**src/rtl/cpwm_pkg.sv**
```systemverilog
package cpwm_pkg;
    typedef enum logic {
        DIR_UP   = 1'b0,
        DIR_DOWN = 1'b1
    } dir_e;
endpackage

```
**src/rtl/cpwm_counter.sv**
```systemverilog
module cpwm_counter
    import cpwm_pkg::*;
#(
    parameter int W = 8
) (
    input  logic         clk,
    input  logic         rst_n,
    input  logic         dual,
    input  logic [W-1:0] act_top,
    input  logic [W-1:0] shadow_top,
    output logic [W-1:0] cnt,
    output dir_e         dir,
    output logic         evt
);
    localparam logic [W-1:0] ONE = W'(1);

    dir_e         dir_n;
    logic [W-1:0] cnt_n;

    // state register
    always_ff @(posedge clk or negedge rst_n) begin
        if (!rst_n) begin
            dir <= DIR_UP;
            cnt <= '0;
        end else begin
            dir <= dir_n;
            cnt <= cnt_n;
        end
    end

    // next state and event
    always_comb begin
        evt   = dual ? (dir == DIR_UP && cnt == '0) : (cnt == act_top);
        dir_n = dir;
        cnt_n = cnt + ONE;
        if (!dual) begin
            dir_n = DIR_UP;
            if (evt) cnt_n = '0;
        end else if (evt) begin
            dir_n = DIR_UP;
            cnt_n = (shadow_top == '0) ? '0 : ONE;
        end else begin
            unique case (dir)
                DIR_UP: begin
                    if (cnt == act_top) begin
                        cnt_n = cnt - ONE;
                        dir_n = (act_top > ONE) ? DIR_DOWN : DIR_UP;
                    end
                end
                DIR_DOWN: begin
                    cnt_n = cnt - ONE;
                    if (cnt == ONE) dir_n = DIR_UP;
                end
            endcase
        end
    end

    p_wrap_r1: assert property (@(posedge clk) disable iff (!rst_n)
        (!dual && cnt == act_top) |=> cnt == '0);
    p_step_r1: assert property (@(posedge clk) disable iff (!rst_n)
        (!dual && cnt != act_top) |=> cnt == W'($past(cnt) + ONE));
    p_turn_r2: assert property (@(posedge clk) disable iff (!rst_n)
        (dual && dir == DIR_DOWN && cnt == ONE) |=> (cnt == '0 && dir == DIR_UP));
    p_fall_r2: assert property (@(posedge clk) disable iff (!rst_n)
        (dual && dir == DIR_DOWN) |=> cnt == W'($past(cnt) - ONE));
endmodule

```
**src/rtl/cpwm_wave.sv**
```systemverilog
module cpwm_wave
    import cpwm_pkg::*;
#(
    parameter int W = 8
) (
    input  logic         clk,
    input  logic         rst_n,
    input  logic         dual,
    input  logic [W-1:0] cnt,
    input  dir_e         dir,
    input  logic         evt,
    input  logic [W-1:0] act_top,
    input  logic [W-1:0] act_cmp,
    output logic         wave
);
    logic hit, set_c, clr_c;

    always_comb begin
        hit   = (cnt == act_cmp);
        set_c = hit && (cnt != '0) && (cnt != act_top) && (!dual || dir == DIR_UP);
        clr_c = dual ? ((dir == DIR_DOWN && hit) || evt) : (cnt == act_top);
    end

    always_ff @(posedge clk or negedge rst_n) begin
        if (!rst_n)     wave <= 1'b0;
        else if (clr_c) wave <= 1'b0;
        else if (set_c) wave <= 1'b1;
    end

    p_flat_r7: assert property (@(posedge clk) disable iff (!rst_n)
        ((act_cmp == '0 || act_cmp >= act_top) && !wave) |=> !wave);
    p_wrapclr_r5: assert property (@(posedge clk) disable iff (!rst_n)
        (!dual && cnt == act_top) |=> !wave);
endmodule

```
**src/rtl/cpwm_pinmux.sv**
```systemverilog
module cpwm_pinmux #(
    parameter int NPIN = 6
) (
    input  logic            wave,
    input  logic [1:0]      out_mode,
    input  logic [NPIN-1:0] ovr_en,
    input  logic [NPIN-1:0] port_val,
    output logic [NPIN-1:0] pins
);
    logic lvl;
    assign lvl = wave ^ out_mode[0];

    for (genvar i = 0; i < NPIN; i++) begin : g_pin
        assign pins[i] = (out_mode[1] && ovr_en[i]) ? lvl : port_val[i];
    end
endmodule

```
**src/rtl/commutate_pwm.sv**
```systemverilog
module commutate_pwm
    import cpwm_pkg::*;
#(
    parameter int W    = 8,
    parameter int NPIN = 6
) (
    input  logic            clk,
    input  logic            rst_n,
    input  logic            slope_dual,
    input  logic [1:0]      out_mode,
    input  logic            top_we,
    input  logic [W-1:0]    top_wdata,
    input  logic            cmp_we,
    input  logic [W-1:0]    cmp_wdata,
    input  logic [NPIN-1:0] ovr_en,
    input  logic [NPIN-1:0] port_val,
    input  logic            ovf_clr,
    input  logic            ovf_ie,
    output logic [W-1:0]    count,
    output logic [NPIN-1:0] pins,
    output logic            ovf_flag,
    output logic            irq
);
    logic [W-1:0] top_sh, cmp_sh, top_act, cmp_act;
    dir_e         dir;
    logic         evt, wave;

    always_ff @(posedge clk or negedge rst_n) begin
        if (!rst_n) begin
            top_sh   <= '1;
            cmp_sh   <= '0;
            top_act  <= '1;
            cmp_act  <= '0;
            ovf_flag <= 1'b0;
        end else begin
            if (top_we) top_sh <= top_wdata;
            if (cmp_we) cmp_sh <= cmp_wdata;
            if (evt) begin
                top_act <= top_sh;
                cmp_act <= cmp_sh;
            end
            ovf_flag <= (ovf_flag && !ovf_clr) || evt;
        end
    end

    assign irq = ovf_flag & ovf_ie;

    cpwm_counter #(.W(W)) u_cnt (
        .clk(clk), .rst_n(rst_n), .dual(slope_dual),
        .act_top(top_act), .shadow_top(top_sh),
        .cnt(count), .dir(dir), .evt(evt)
    );

    cpwm_wave #(.W(W)) u_wave (
        .clk(clk), .rst_n(rst_n), .dual(slope_dual), .cnt(count), .dir(dir),
        .evt(evt), .act_top(top_act), .act_cmp(cmp_act), .wave(wave)
    );

    cpwm_pinmux #(.NPIN(NPIN)) u_mux (
        .wave(wave), .out_mode(out_mode), .ovr_en(ovr_en),
        .port_val(port_val), .pins(pins)
    );

    p_flag_set_r3: assert property (@(posedge clk) disable iff (!rst_n)
        evt |=> ovf_flag);
    p_flag_hold_r3: assert property (@(posedge clk) disable iff (!rst_n)
        (ovf_flag && !ovf_clr) |=> ovf_flag);
    p_shadow_r10: assert property (@(posedge clk) disable iff (!rst_n)
        !evt |=> $stable(cmp_act) && $stable(top_act));
    p_port_r8: assert property (@(posedge clk) disable iff (!rst_n)
        !out_mode[1] |-> pins == port_val);
endmodule

```
**config.mk**
```make
export PLATFORM = sky130hd
export DESIGN_NAME = commutate_pwm
export DESIGN_NICKNAME = d
export VERILOG_FILES = /design/src/rtl/cpwm_pkg.sv /design/src/rtl/cpwm_counter.sv /design/src/rtl/cpwm_wave.sv /design/src/rtl/cpwm_pinmux.sv /design/src/rtl/commutate_pwm.sv
export SDC_FILE = /design/constraint.sdc
export NUM_CORES = 1
export LEC_CHECK = 0
export BUFFER_PORTS_ARGS = -buffer_cell sky130_fd_sc_hd__buf_2
export CORE_UTILIZATION = 58
export CTS_CLUSTER_SIZE = 28
export DETAILED_ROUTE_END_ITERATION = 8
export GPL_TIMING_DRIVEN = 0
export PLACE_DENSITY = 0.84
export SETUP_SLACK_MARGIN = 0.1
export SLEW_MARGIN = 10
export SYNTH_ARGS = -nofsm -noshare
export SYNTH_HDL_FRONTEND = slang
export SYNTH_SLANG_ARGS = --single-unit
```
**constraint.sdc**
```tcl
create_clock -name clk -period 3.1 [get_ports clk]
set_input_delay 0.155 -clock clk [delete_from_list [all_inputs] [get_ports clk]]
set_output_delay 0.155 -clock clk [all_outputs]
set_load 0.1 [all_outputs]
```
== Word-level counts from Yosys, hierarchy flattened ==
Index checks and enable logic that the tools add are counted.

* Bits in writable memories: 0
* Bits in read-only memories: 0
* Latch bits: 0
* Register bits after elaboration: 43
* Bits of input ports: 37
* Memories kept: 0

* Divide/modulo/power cells: 0
* Bitwise gates (word level): 3
* Reductions and logical operators: 21
* Add/subtract/negate cells: 2
* Shift operators: 0
* Equality and inequality tests: 4
* Multiply operators: 0
* $lt $le $gt $ge: 1
* Muxes and demuxes: 22

{| class="wikitable"
|+ Operator list
! operator !! count
|-
| $mux W8 || 4
|-
| $eq A8 B8 Y1 || 2
|-
| $logic_not A8 Y1 || 2
|-
| $mux W1 || 16
|-
| $pmux W8 S2 || 1
|-
| $logic_and A1 B1 Y1 || 12
|-
| $add A8 B1 Y8 const B || 1
|-
| $eq A8 B1 Y1 const B || 1
|-
| $gt A8 B1 Y1 const B || 1
|-
| $ne A8 B8 Y1 || 1
|-
| $reduce_bool A8 Y1 || 1
|-
| $sub A8 B1 Y8 const B || 1
|-
| $logic_or A1 B1 Y1 || 3
|-
| $logic_not A1 Y1 || 2
|-
| $pmux W1 S2 || 1
|-
| $reduce_bool A2 Y1 || 1
|-
| $and A1 B1 Y1 || 1
|-
| $not A1 Y1 || 1
|-
| $xor A1 B1 Y1 || 1
|}

== Depth between registers and ports, before layout ==
Gate-level depths: netlist of the first run.

* Depth in word-level cells: 6
* Gate-level depth with buffers: 8
* Depth with buffers taken out: 7

== By module ==
Synthesis of the first run repeated with hierarchy kept, for this count alone.

* Cell total of the unflattened synthesis: 221
* Area total of the unflattened synthesis: 2528.7 µm²

{| class="wikitable"
|+ By module, submodules not included
! module !! cells each !! sequential area each (µm²) !! instances !! area each (µm²)
|-
| commutate_pwm || 72 || 845.8 || 1 || 1300.0
|-
| cpwm_counter || 107 || 225.2 || 1 || 889.6
|-
| cpwm_wave || 28 || 25.0 || 1 || 247.7
|-
| cpwm_pinmux || 14 || 0.0 || 1 || 91.3
|}

== Least setup slack after synthesis of the first run ==
No wires, ideal clock.

* Kind: flip-flop to flip-flop
* Start: reg u_cnt.cnt[5]
* End: reg cmp_act[5]
* Library setup time: 0.125 ns
* Slack: 0.443 ns
* Stages on the path, launching flop included: 8
* Arrival: 2.532 ns
* Clock period less this slack: 2.657 ns
* Cells stage by stage: dfrtp_1 -> buf_4 -> or4_4 -> nor3_2 -> and3_1 -> mux2_4 -> buf_12 -> mux2_4

* Longest elaborated chain between the ends: 3
* Elaborated cells between the ends (all ways): 4
* Those cells by class: eq/ne: 1; mux: 1; reduce/logical: 2

{| class="wikitable"
|+ RTL lines
! item !! line !! source
|-
| from (decl) || cpwm_counter.sv:11 || <nowiki>output logic [W-1:0] cnt,</nowiki>
|-
| from (signal assigned) || cpwm_counter.sv:27 || <nowiki>cnt <= cnt_n;</nowiki>
|-
| $logic_not A8 Y1 || cpwm_counter.sv:33 || <nowiki>evt = dual ? (dir == DIR_UP && cnt == '0) : (cnt == act_top);</nowiki>
|-
| $logic_and A1 B1 Y1 || cpwm_counter.sv:33 ||
|-
| $mux W1 * || cpwm_counter.sv:33 ||
|-
| to (signal assigned) || commutate_pwm.sv:40 || <nowiki>cmp_act <= cmp_sh;</nowiki>
|-
| to (decl) || commutate_pwm.sv:24 || <nowiki>logic [W-1:0] top_sh, cmp_sh, top_act, cmp_act;</nowiki>
|}

Every way passes the cells marked *; elsewhere a longest branch is shown, timed or not.
A chain may end at the register's enable or synchronous reset.

== Worst setup path in the final report of the first run ==
* Start: reg u_cnt.cnt[0]
* End: reg u_cnt.cnt[3]

* Longest elaborated chain between the ends: 5
* Elaborated cells between the ends (all ways): 11
* Those cells by class: add/sub: 2; eq/ne: 1; mux: 6; reduce/logical: 2

{| class="wikitable"
|+ RTL lines
! item !! line !! source
|-
| $add A8 B1 Y8, or another cell as far along || cpwm_counter.sv:35 || <nowiki>cnt_n = cnt + ONE;</nowiki>
|-
| $mux W8 / $logic_and A1 B1 Y1 (equally long branches) || cpwm_counter.sv:45, cpwm_counter.sv:33 ||
|-
| $pmux W8 S2 / $mux W1 (equally long branches) || cpwm_counter.sv:43, cpwm_counter.sv:33 ||
|-
| $mux W8 (on tied branches) || cpwm_counter.sv:39, cpwm_counter.sv:38 ||
|-
| $mux W8 * || cpwm_counter.sv:36 || <nowiki>if (!dual) begin</nowiki>
|-
| via u_cnt.cnt_n[3] || cpwm_counter.sv:18 || <nowiki>logic [W-1:0] cnt_n;</nowiki>
|}

The timed path passes the listed nets; every way through them passes the cells marked *.

==> flow_summary.yaml, run 1 <==
global_route:
  grt_max_degree: 44
  grt_first_pass_wirelength_mm: 8.11
  grt_usage: 0.244
  antenna_found_initial: 0
  grt_pass1_vias: 1822
  grt_overflow: 0
timing:
  slew_headroom: 0.405
  worst_pin_slew_ns: 0.893
  whs_ns: -0.0130
  clock_skew_ns: 0.00501
  max_freq_ghz: 0.427
  finalCritPeriodShare: 0.756
  layout_setup_ws_ns: 0.756
  slew_violations: 0
  setup_viol: 0
  fin_setup_tns_ns: 0
  finalHoldViolCount: 20
  rsz0062_at_grt: "false"
  min_period_ns: 2.34
worst_setup_path:
  worst_setup_path_start_kind: "register"
  cp_max_fo: 10
  path_class: "reg -> reg"
  regToRegSetupSlack_ns: 0.76
  arrival_ns: 2.51
  r2r_end: "u_cnt.cnt[3]"
  startpoint: "u_cnt.cnt[0]"
  endpoint_kind: "register"
  crit_path_end: "u_cnt.cnt[3]"
  cp.required_ns: 3.27
  reg2reg_depth: 8
  reg2reg_from: "u_cnt.cnt[0]"
synthesis:
  ys_ff_latch: 43
  synth_ff_type: "dfrtp_1"
  yosysSeqAreaShare: 0.448
  syn_inst: 219
  synth_area_um2: 2450
  yosysUniqueCellTypes: 45
  synth_nets: 260
  synthArstFlopShare: 1.00
  synth_warnings: 0
  avgSynthCellArea_um2: 11.2
  synth_edf_count: 0
detailed_routing:
  drtAntennaViolNets: 0
  drt-pass1-iter-count: 4
  drcViolationCount: 0
  vias: 1906
  wl_per_cell_um: 14.9
  drt_wl_total_mm: 4.87
  vias_per_cell: 5.85
  drt-initial-drc-count: 144
clocking:
  cts_made_buffers: 5
  clkLatencyLatePin_ns: 0.29
  cts_tree: "built"
  clockRootBuffer: "clkbuf_8"
  postCtsHoldBufs: 0
  h-tree-depth: 2
  path_clk_slew_ns: 0.08
  post-cts-setup-buffer-count: 0
  cts_buffer_depth: 2
  cts.sinks: 43
  ctsResizeCount: 0
die:
  start_util: 0.607
  dieArea_um2: 4480
  die_w_um: 66.9
  rows: 23
  die_h_um: 66.9
  core_area_um2: 4030
  ios: 53
final_layout:
  regArea_um2: 1100
  fill_cells: 297
  fin_cells: 326
  drive_gt1_frac: 0.446
  syn2layout_area_growth_pct: 16.1
  fin_nets: 317
  utilization: 0.705
  multiInputGateArea_um2: 1240
  diodes: 0
run_status:
  violations: "hold timing"
  status: "complete, but fails checks"
place:
  place_hpwl_mm: 3.64
  gp_congestion: 0.899
  dp.cells: 319
  place_ws_ns: 0.797
  port_buffers: 50
pwr:
  pwr_density_cell_nw_per_um2: 958
  leakagePower_nw: 1.26
  vdd_drop_max_mv: 0.617
flow_run:
  drv_cap: 0
hold_path:
  hold_class: "in -> async"
[synth_stat cells (7+ instances only)]
cell type | instances | share of area
mux2_2 | 25 | 0.12
dfstp_2 | 16 | 0.17
nand2_1 | 11 | 0.017
nor2_1 | 9 | 0.014
mux2_4 | 10 | 0.061
a21oi_1 | 11 | 0.023
xnor2_1 | 11 | 0.039
dfrtp_1 | 27 | 0.28
xor2_1 | 8 | 0.029
a31oi_1 | 8 | 0.020
clkbuf_1 | 7 | 0.011
nor4_1 | 8 | 0.020
[critical path: stages (launching register included)]
cell      delay [ns]
dfrtp_1         0.42
buf_2           0.21
inv_1           0.12
ha_1            0.19
or3b_2          0.46
o21ai_0         0.19
a22oi_2         0.18
a221oi_1        0.34
o22ai_1         0.11
[layer usage]
layer  wire (um)  GRT usage  up-vias
met4          44     0.0638        0
met1        2210      0.321      919
met3         266     0.0360        5
met2        2350      0.417       67
met5           0          0        -
li1            -          -      915
[cell families after synthesis]
logic type / synth area share
buf+inv: 0.0466
xor+xnor: 0.0680
fa+ha+maj: 0.0205
compound gates: 0.122
mux: 0.176
flops: 0.448
simple gates: 0.118
[flip-flops by register name, summed over array words and instances, names as in the netlist]
signal       count
top_sh           8
u_cnt.cnt        8
u_cnt.dir        1
top_act          8
cmp_act          8
u_wave.wave      1
cmp_sh           8
ovf_flag         1
[area by class of cell]
cell class,count,area share
multi-input cells,155,0.435
flip-flops and latches,43,0.386
repair buffers,50,0.0881
plain buffers,16,0.0335
clock buffers,6,0.0256
well taps,50,0.0220
inverters,5,0.00661
clock inverters,1,0.00264
[worst min-delay path by stage]
stage	from	endpoint	depth (start not counted)
2_1_floorplan	rst_n	cmp_act[0]	0
3_3_place_gp	rst_n	u_cnt.dir	1
3_5_place_dp	rst_n	cmp_sh[6]	1
4_1_cts	rst_n	u_cnt.dir	1
5_1_grt	rst_n	u_cnt.dir	1
6_report	rst_n	cmp_sh[6]	1
[power by group]
part           switching [mW]  total [mW]  internal (mW)
registers               0.146       0.933          0.787
clock network           0.181       0.336          0.154
logic                   0.945        1.45          0.506
[metrics by stage]
stage,hold slack (ns),cell area [um2],power (mW)
finish,-0.0130,2840,2.72
global route,0.0672,2840,2.88
CTS,0.0189,2840,2.73
detailed placement,0.334,2760,2.38
global placement,0.334,2760,2.34
floorplan,-0.141,2450,2.10
[placed cells by master (no fill, tap or decap), types with 2 or more instances in the layout]
master / n
o21ai_0: 6
inv_1: 5
a32oi_1: 2
nand2_1: 11
mux2_4: 10
clkbuf_8: 5
clkbuf_1: 8
mux2_2: 25
nand2b_1: 4
ha_1: 4
nor4_1: 8
and4_1: 2
a21oi_1: 11
a22oi_1: 2
dfstp_2: 16
nand4_1: 3
or2_2: 2
and3_1: 3
dfrtp_1: 27
nor2_1: 9
xor2_1: 8
a31oi_1: 8
nand3_1: 6
buf_2: 56
xnor2_1: 11
a221oi_1: 3
Power figures use the tool's default switching activity.
==> run 2, diff against run 1 <==
--- a/config.mk
+++ b/config.mk
@@ -6,11 +6,11 @@
 export NUM_CORES = 1
 export LEC_CHECK = 0
 export BUFFER_PORTS_ARGS = -buffer_cell sky130_fd_sc_hd__buf_2
-export CORE_UTILIZATION = 58
+export CORE_UTILIZATION = 49
 export CTS_CLUSTER_SIZE = 28
 export DETAILED_ROUTE_END_ITERATION = 8
 export GPL_TIMING_DRIVEN = 0
-export PLACE_DENSITY = 0.84
+export PLACE_DENSITY = 0.76
 export SETUP_SLACK_MARGIN = 0.1
 export SLEW_MARGIN = 10
 export SYNTH_ARGS = -nofsm -noshare
==> constraint.sdc (replaced) <==
create_clock -name clk -period 2.11 [get_ports clk]
set_input_delay 0.1055 -clock clk [delete_from_list [all_inputs] [get_ports clk]]
set_output_delay 0.1055 -clock clk [all_outputs]
set_load 0.1 [all_outputs]
==> run 2 against run 1 <==
  * The run ends with setup timing left
  * Fmax rose by 0.34%
  * Sequential power up 54%
  * Largest cell class unchanged
  * Sequential cell count stayed put
  * Highest routed layer unchanged
  * Combinational power is 81% higher
  * First-iteration DRC count rose by 38%
==> flow_summary.yaml, run 2 (same netlist as run 1, synthesis figures left out) <==
place:
  place_hpwl_mm: 3.87
  port_buffers: 50
  dpl_cell_area_um2: 2860
  gp_congestion: 0.889
clocking:
  cts_made_buffers: 5
  cts_tree: "built"
  h-tree-depth: 2
  clockRootBuffer: "clkbuf_8"
  clkLatencyLatePin_ns: 0.30
  path_clk_slew_ns: 0.07
  cts_buffer_depth: 2
  cts.sinks: 43
timing:
  layout_setup_ws_ns: -0.226
  fin_setup_tns_ns: -4.22
  finalHoldViolCount: 0
  setup_viol: 23
  min_period_ns: 2.34
  clock_skew_ns: 0.00306
  worst_pin_slew_ns: 0.918
  slew_violations: 0
  max_freq_ghz: 0.428
  slew_headroom: 0.388
  rsz0062_at_grt: "true"
  finalCritPeriodShare: 1.11
pwr:
  leakagePower_nw: 1.44
  vdd_drop_max_mv: 0.767
  pwr_density_cell_nw_per_um2: 1400
die:
  rows: 25
  die_w_um: 72.7
  start_util: 0.514
  die_h_um: 72.7
  core_area_um2: 4750
  dieArea_um2: 5280
  ios: 53
global_route:
  grt_usage: 0.235
  antenna_found_initial: 0
  grt_first_pass_wirelength_mm: 9.32
  grt_overflow: 0
  grt_max_degree: 44
  grt_pass1_vias: 1999
detailed_routing:
  drcViolationCount: 0
  wl_per_cell_um: 16.6
  drt_wl_total_mm: 6.03
  drtAntennaViolNets: 0
  vias: 2080
  drt-initial-drc-count: 198
  drt-pass1-iter-count: 5
  vias_per_cell: 5.71
run_status:
  violations: "setup timing"
  status: "complete, but fails checks"
worst_setup_path:
  arrival_ns: 2.52
  worst_setup_path_start_kind: "register"
  endpoint_kind: "register"
  path_class: "reg -> reg"
  cp.required_ns: 2.29
  cp_max_fo: 6
final_layout:
  fin_nets: 337
  diodes: 0
  final_area_um2: 3330
  drive_gt1_frac: 0.593
  layout_common_cells: "buf_2, dfrtp_1, mux2_4"
  syn2layout_area_growth_pct: 36.0
  layout_commonest_cell: "buf_2"
hold_path:
  hold_class: "in -> reg"
flow_run:
  drv_cap: 0
## run 2: changes by cell type in the layout (fill, tap and decap cells not counted), moves of 3 or more
| cell | delta |
|---|---|
| dfrtp_1 | -8 |
| buf_4 | +16 |
| buf_2 | -5 |
| a221oi_1 | -3 |
| dfrtp_4 | +6 |
| mux2_2 | -8 |
| buf_6 | +6 |
| a31oi_2 | +7 |
| mux2_4 | +8 |
| a31oi_1 | -7 |
| a221oi_2 | +3 |
| clkbuf_1 | -3 |
## run 2: critical path: stages, from the launching register on
cell     delay, ns
dfrtp_4       0.48
buf_6         0.13
or4_4         0.54
nor3_4        0.21
and3_4        0.22
mux2_4        0.22
buf_12        0.14
mux2_4        0.29
## run 2: metrics by stage
step	cells	hold WS [ns]	power, mW	setup slack (ns)	util
6_report	364	0.0364	4.64	-0.226	0.699
5_1_grt	364	0.0333	4.85	-0.262	0.699
4_1_cts	361	0.0336	4.48	-0.195	0.677
3_5_place_dp	336	0.292	3.59	-0.248	0.601
3_3_place_gp	336	0.291	3.54	-0.236	0.601
2_1_floorplan	219	-0.190	3.17	-0.304	-
## run 2: layout make-up
type,instances,area [um2]
Buffer,15,139
Sequential cell,43,1120
Tap cell,67,83.8
Timing Repair Buffer,71,448
Inverter,5,21.3
Multi-Input combinational cell,155,1410
Clock buffer,8,101
Fill cell,360,1430
## run 2: power by group
part / total (mW) / switching [mW] / leakage, nW / internal [mW]
combinational: 2.63 / 1.56 / 0.897 / 1.06
clock: 0.578 / 0.272 / 0.0506 / 0.306
sequential: 1.44 / 0.245 / 0.491 / 1.19
total: 4.64 / 2.08 / 1.44 / 2.56
## run 2: final timing paths
check                        startpoint           end  slack, ns  depth (start not counted)
setup / recovery           u_cnt.cnt[4]    cmp_act[4]      -0.23                          7
hold / removal             cmp_wdata[1]     cmp_sh[1]       0.04                          2
setup reg to reg           u_cnt.cnt[4]    cmp_act[4]      -0.23                          7
hold reg to reg               cmp_sh[0]     cmp_sh[0]       0.51                          1
max in group asynchronous         rst_n  u_cnt.cnt[7]       0.96                          2
min in group asynchronous         rst_n    cmp_act[6]       0.48                          2
## run 2: layer usage
layer	routed length, um	part of all wire	track usage
met1	2270	0.38	0.279
met2	3170	0.53	0.417
met3	453	0.075	0.0401
met4	133	0.022	0.109
met5	0	0	0
## run 2: timing repair
item,CTS,global route
resized for setup,30,19
gates cloned,0,1
hold endpoints to repair,27,0
setup endpoints to repair,26,25
pin swaps,12,11
hold buffers,1,0
buffers inserted,17,4
